$ cat src/rtl/mul_seq_pkg.sv
package mul_seq_pkg;
  typedef enum logic [1:0] {
    MC_W32  = 2'b00,
    MC_L64  = 2'b01,
    MC_HW   = 2'b10,
    MC_HWL  = 2'b11
  } mul_class_e;

  typedef enum logic [1:0] {
    TT_INT = 2'b00,
    TT_SEQ = 2'b10
  } trans_e;

  localparam int unsigned MAX_CYCLES = 5;
endpackage

$ cat src/rtl/mul_cycle_calc.sv
module mul_cycle_calc
  import mul_seq_pkg::*;
#(
  parameter int unsigned CNT_W = 3
) (
  input  logic [1:0]       class_i,
  input  logic             setflags_i,
  input  logic             interlock_i,
  output logic [CNT_W-1:0] cycles_o
);
  logic [CNT_W-1:0] base;
  logic             flag_class;

  always_comb begin
    unique case (mul_class_e'(class_i))
      MC_W32:  base = CNT_W'(2);
      MC_L64:  base = CNT_W'(3);
      MC_HW:   base = CNT_W'(1);
      default: base = CNT_W'(2);
    endcase
  end

  // flag update only stretches full-width classes
  assign flag_class = (class_i == MC_W32) || (class_i == MC_L64);

  always_comb begin
    if (flag_class && setflags_i)
      cycles_o = base + CNT_W'(2);
    else
      cycles_o = base + CNT_W'(interlock_i);
  end
endmodule

$ cat src/rtl/mul_cycle_ctr.sv
module mul_cycle_ctr #(
  parameter int unsigned CNT_W = 3
) (
  input  logic             clk_i,
  input  logic             rst_ni,
  input  logic             start_i,
  input  logic [CNT_W-1:0] load_i,
  output logic             accept_o,
  output logic             busy_o,
  output logic             last_o
);
  logic [CNT_W-1:0] cnt_q;

  assign busy_o   = (cnt_q != '0);
  assign last_o   = (cnt_q == CNT_W'(1));
  assign accept_o = start_i && (!busy_o || last_o);

  always_ff @(posedge clk_i or negedge rst_ni) begin
    if (!rst_ni)       cnt_q <= '0;
    else if (accept_o) cnt_q <= load_i;
    else if (busy_o)   cnt_q <= cnt_q - CNT_W'(1);
  end
endmodule

$ cat src/rtl/mul_bus_drv.sv
module mul_bus_drv
  import mul_seq_pkg::*;
#(
  parameter int unsigned ADDR_W     = 32,
  parameter int unsigned INSTR_STEP = 4
) (
  input  logic              clk_i,
  input  logic              rst_ni,
  input  logic              accept_i,
  input  logic [ADDR_W-1:0] pc_i,
  input  logic              busy_i,
  input  logic              last_i,
  output logic [1:0]        trans_o,
  output logic [ADDR_W-1:0] addr_o
);
  localparam logic [ADDR_W-1:0] FETCH_OFS = ADDR_W'(3 * INSTR_STEP);

  logic [ADDR_W-1:0] addr_q;

  always_ff @(posedge clk_i or negedge rst_ni) begin
    if (!rst_ni)       addr_q <= '0;
    else if (accept_i) addr_q <= pc_i + FETCH_OFS;
  end

  assign addr_o  = addr_q;
  assign trans_o = (busy_i && last_i) ? TT_SEQ : TT_INT;
endmodule

$ cat src/rtl/mul_cycle_seq.sv
module mul_cycle_seq
  import mul_seq_pkg::*;
#(
  parameter int unsigned ADDR_W     = 32,
  parameter int unsigned INSTR_STEP = 4,
  parameter int unsigned CNT_W      = $clog2(MAX_CYCLES + 1)
) (
  input  logic              clk_i,
  input  logic              rst_ni,
  input  logic              start_i,
  input  logic [1:0]        class_i,
  input  logic              setflags_i,
  input  logic              interlock_i,
  input  logic [ADDR_W-1:0] pc_i,
  output logic              busy_o,
  output logic [1:0]        trans_o,
  output logic [ADDR_W-1:0] addr_o,
  output logic              done_o
);
  logic [CNT_W-1:0] cycles;
  logic             accept, busy, last;

  mul_cycle_calc #(.CNT_W(CNT_W)) u_calc (
    .class_i     (class_i),
    .setflags_i  (setflags_i),
    .interlock_i (interlock_i),
    .cycles_o    (cycles)
  );

  mul_cycle_ctr #(.CNT_W(CNT_W)) u_ctr (
    .clk_i    (clk_i),
    .rst_ni   (rst_ni),
    .start_i  (start_i),
    .load_i   (cycles),
    .accept_o (accept),
    .busy_o   (busy),
    .last_o   (last)
  );

  mul_bus_drv #(.ADDR_W(ADDR_W), .INSTR_STEP(INSTR_STEP)) u_bus (
    .clk_i    (clk_i),
    .rst_ni   (rst_ni),
    .accept_i (accept),
    .pc_i     (pc_i),
    .busy_i   (busy),
    .last_i   (last),
    .trans_o  (trans_o),
    .addr_o   (addr_o)
  );

  assign busy_o = busy;
  assign done_o = busy && last;
endmodule

$ cat config.mk
export PLATFORM = sky130hd
export DESIGN_NAME = mul_cycle_seq
export DESIGN_NICKNAME = d
export VERILOG_FILES = /design/src/rtl/mul_seq_pkg.sv /design/src/rtl/mul_cycle_calc.sv /design/src/rtl/mul_cycle_ctr.sv /design/src/rtl/mul_bus_drv.sv /design/src/rtl/mul_cycle_seq.sv
export SDC_FILE = /design/constraint.sdc
export NUM_CORES = 1
export LEC_CHECK = 0
export CORE_UTILIZATION = 36
export DETAILED_ROUTE_END_ITERATION = 7
export GPL_TIMING_DRIVEN = 0
export PLACE_DENSITY = 0.69
export SLEW_MARGIN = 20
export SYNTH_ARGS = -nofsm -noshare
export SYNTH_HDL_FRONTEND = slang
export SYNTH_SLANG_ARGS = --single-unit
$ cat constraint.sdc
create_clock -name clk_i -period 5.05 [get_ports clk_i]
set_input_delay 0.505 -clock clk_i [delete_from_list [all_inputs] [get_ports clk_i]]
set_output_delay 0.505 -clock clk_i [all_outputs]
set_load 0.005 [all_outputs]
# After elaboration in Yosys (flattened, before gate mapping)
# Cells that the tools add are included.
totals:
  out_inout_bits: 36
  word_cells: 23
  inputBits: 39
  ff_bits: 35
op_classes:
  n_reduce_logical: 9
  mux: 5
  eq_ne: 3
  add_sub_neg: 4
op_table:
  columns: ["cell", "n"]
  rows:
  - ["$add 32x4->32 const B", 1]
  - ["$mux 3", 3]
  - ["$pmux 2 s2", 1]
  - ["$add 2x1->3", 1]
  - ["$add 2x2->3 const B", 1]
  - ["$eq 3x1->1 const B", 1]
  - ["$logic_and 1x1->1", 3]
  - ["$reduce_bool 3->1", 1]
  - ["$sub 3x1->3 const B", 1]
  - ["$eq 2x1->1 const B", 1]
  - ["$eq 2x2->1 const B", 1]
  - ["$logic_not 2->1", 1]
  - ["$logic_or 1x1->1", 2]
  - ["$mux 2", 1]
  - ["$reduce_bool 2->1", 1]
  - ["$logic_not 1->1", 1]

# Longest topological paths before layout
depth:
  word_depth: 5
  depth_mapped: 8
  ltp_nobuf: 7

# Cells and area by module
# Synthesis repeated with hierarchy kept, for this count alone.
hier_totals:
  hier_cells: 239
  hier_area_um2: 2172.1
modules_own_cells:
  columns: ["module", "seq_area_each_um2", "instances", "area_each_um2", "cells_each"]
  rows:
  - ["mul_bus_drv", 800.8, 1, 1791.7, 199]
  - ["mul_cycle_ctr", 75.1, 1, 249.0, 24]
  - ["mul_cycle_calc", 0.0, 1, 125.1, 15]
  - ["mul_cycle_seq", 0.0, 1, 6.3, 1]

# Worst setup path before layout
# Ideal clock, no wire load.
synth_timing:
  kind: "in2reg"
  start: "input pc_i[2]"
  end: "register u_bus.addr_q[20], in the netlist u_bus.addr_o[20]"
  setup_ns: 0.082
  t_arrival_ns: 2.215
  path_slack_ns: 2.753
  t_required_ns: 4.968
  cell_stages: 7
  cell_sequence: "inv_1 ha_1 nand4b_2 or4_4 buf_2 or3_1 a31oi_1"
synth_via:
  elab_chain_cells: 1
synth_rtl:
  columns: ["item", "line_no", "text"]
  rows:
  - ["start: declaration", "mul_cycle_seq.sv:14", "input logic [ADDR_W-1:0] pc_i,"]
  - ["$add 32x4->32", "mul_bus_drv.sv:22", "else if (accept_i) addr_q <= pc_i + FETCH_OFS;"]
  - ["end signal: assignment", "mul_bus_drv.sv:22", null]
  - ["end: declaration", "mul_bus_drv.sv:18", "logic [ADDR_W-1:0] addr_q;"]
# Every way passes these cells.
# A chain may end at the register's enable or synchronous reset.

# Final worst setup path
# Ends and elaborated chain as after synthesis.

==> results.cfg <==
[run_status]
status = completed

[worst_setup_path]
path_class = primary input to flop
r2r_slack_ns = 2.93
cp_num_cells = 8
worstPathCellList = clkdlybuf4s50_1 -> inv_1 -> ha_1 -> nand4b_2 -> or4_4 -> buf_2 -> or3_1 -> a31oi_1
startpoint = pc_i[2]
cp.arrival_ns = 2.95
crit_family = simple AND/OR/NAND/NOR gates
crit_end = u_bus.addr_o[20]
r2r_start = u_ctr.cnt_q[0]
slowest_delay_ns = 0.61
cp_slowest_cell = or4_4
path_max_fanout = 10
endpoint_kind = flop
worstRegToRegCells = 8
r2r_end = u_bus.addr_o[14]
worst_setup_path_start_kind = primary input
required_ns = 5.26
cp_num_buf_inv = 3

[grt]
grt_pass1_wl_um = 8320
grt_antenna_before_repair = 0
grt_max_degree = 27
grt_usage = 0.175
grt_pass1_vias = 1801
grt.overflow.total = 0

[logic_synthesis]
synthFlopType = dfrtp_1
synthesis.nets = 287
netlist_area_um2 = 2070
synthSimpleGateAreaFrac = 0.245
synth_top_area_cell = dfrtp_1
synthDominantCellAreaShare = 0.423
synth.area.mux_share = 0.0151
synth_edf_count = 0
synth-async-reset-ratio = 1.00
synth-xor-area-share = 0.0676
synth-seq-cells = 35
synth_cell_type_count = 36
synth_common_cells = 39 x nand2_1, 35 x dfrtp_1, 25 x o21ai_0
synth_fa_ha_area_frac = 0.0543
synth_area_leaders = dfrtp_1 42%, nand2_1 7.1%, o21ai_0 6.0%
syn_area_per_cell_um2 = 8.67
syn_inst = 239
seq_area_frac_synth = 0.423
yosysWarnings = 0
synth_compound_area_frac = 0.146
synth_most_common_cell = nand2_1
synth_top_family_by_area = simple AND/OR/NAND/NOR gates

[power]
seqPwrFrac = 0.367
power_switching_w = 0.000430
combPwrFrac = 0.462
power.total_w = 0.00133
p_sw_frac = 0.323
pwr-share-clk = 0.171
internal-power_w = 0.000901
powerDensity_nw_per_um2 = 442
ir_drop_v = 0.000191
p_leak_nw = 1.20

[sta]
min_period_ns = 2.74
hold_viol = 0
finalSetupTns_ns = 0
worst_pin_slew_ns = 0.665
drv_slew = 0
rsz0062_at_grt = false
slew_headroom = 0.556
finalClockSkew_ns = 0.00965
period_share = 0.542
fmax_ghz = 0.365
setup_viol = 0

[clock_network]
insertion_delay_ns = 0.29
post_cts_resized = 0
ctsHoldBuffers = 0
cts_tree = built
clk_pin_slew_worst_paths_ns = 0.08
post-cts-setup-buffers = 0
root_buffer = clkbuf_8
clk_path_buf_depth = 2
htree_levels = 2
cts_buffers = 5
clock-sinks = 35

[place]
place.port_buffers = 73
detailed_place_hpwl_um = 3910
gp_congestion = 0.856
dp.cells = 385
placed_area_um2 = 2910

[finish]
design_area_um2 = 3010
final_net_count = 368
finalNonFillerCells = 393
area_growth_pct = 45.4
num_antenna_cells = 0
drive_gt1_frac = 0.0592

[route]
drt_first_pass_iters = 4
via_per_inst = 5.11
drtIter0Drc = 66
wl_per_cell_um = 12.7
ant_nets = 0
vias = 2007
routed_wl_um = 4990
drc = 0

[floorplan]
fp.dieW_um = 77.9
core-area_um2 = 5540
dieHeight_um = 77.9
start_util = 0.374
fp.dieArea_um2 = 6060
ioPinCount = 75
core.rowCount = 27

[run]
maxCapViolCount = 0

[min_path]
hp-class = primary input to async pin
==> cells by family (layout without fill, tap and decap cells) <==
family	Yosys count	after routing
other	1	1
flip-flops	35	35
multiplexers	3	3
AO/OA/AOI/OAI	51	51
adder cells (fa/ha/maj)	9	9
XOR/XNOR	16	16
AND/OR/NAND/NOR	100	100
buffers and inverters	24	106
==> state kept, by name (all words and copies together), names as in the netlist <==
| signal | count |
|---|---|
| u_ctr.cnt_q | 3 |
| u_bus.addr_o | 32 |
==> routing by layer <==
layer  vias to the layer above  global-route usage  wire length, µm
met3                         8              0.0341              300
met5                         -                   0                0
met4                         0              0.0660               75
li1                       1005                   -                -
met2                        60               0.278             2270
met1                       934               0.233             2350
==> cell type report <==
cell class | instances | area (µm²)
buffer | 13 | 57.6
clock buffer | 7 | 96.3
clock inverter | 1 | 7.51
fill | 530 | 2530
inverter | 11 | 41.3
multi-input combinational | 180 | 1100
sequential | 35 | 876
tap | 72 | 90.1
timing repair buffer | 74 | 746
==> power by group through the flow <==
stage	clock [W]	sequential (W)	combinational [W]
2_1_floorplan	0	0.000500	0.000246
3_3_place_gp	0	0.000491	0.000613
3_5_place_dp	0	0.000496	0.000621
4_1_cts	0.000235	0.000490	0.000624
5_1_grt	0.000250	0.000508	0.000684
6_report	0.000228	0.000488	0.000615
==> placed cells by master (no fill, tap or decap), types with 5 or more instances in the layout <==
master           instances
clkdlybuf4s50_1         72
nand2_1                 39
dfrtp_1                 35
o21ai_0                 25
nor2_1                  19
xnor2_1                 13
a31oi_1                 13
inv_1                   11
clkbuf_1                10
or4_1                    9
ha_1                     9
o31ai_1                  8
or3_1                    7
clkbuf_8                 7
nand4_1                  5
==> metrics by stage <==
step,util,setup WS [ns],hold WS [ns]
3_5_place_dp,0.525,2.00,0.397
2_1_floorplan,-,2.75,0.209
4_1_cts,0.544,2.30,0.0814
6_report,0.544,2.31,0.0803
3_3_place_gp,0.522,2.03,0.461
5_1_grt,0.544,2.18,0.0803
==> how the worst min path moves through the flow <==
stage,start,to,slack [ns],depth (start not counted)
CTS,rst_ni,u_bus.addr_o[12],0.08,1
global route,rst_ni,u_bus.addr_o[12],0.08,1
global placement,u_bus.addr_o[6],u_bus.addr_o[6],0.46,2
floorplan,rst_ni,u_bus.addr_o[0],0.21,0
detailed placement,rst_ni,u_bus.addr_o[9],0.40,1
finish,rst_ni,u_bus.addr_o[12],0.08,1
Power figures use the tool's default switching activity.
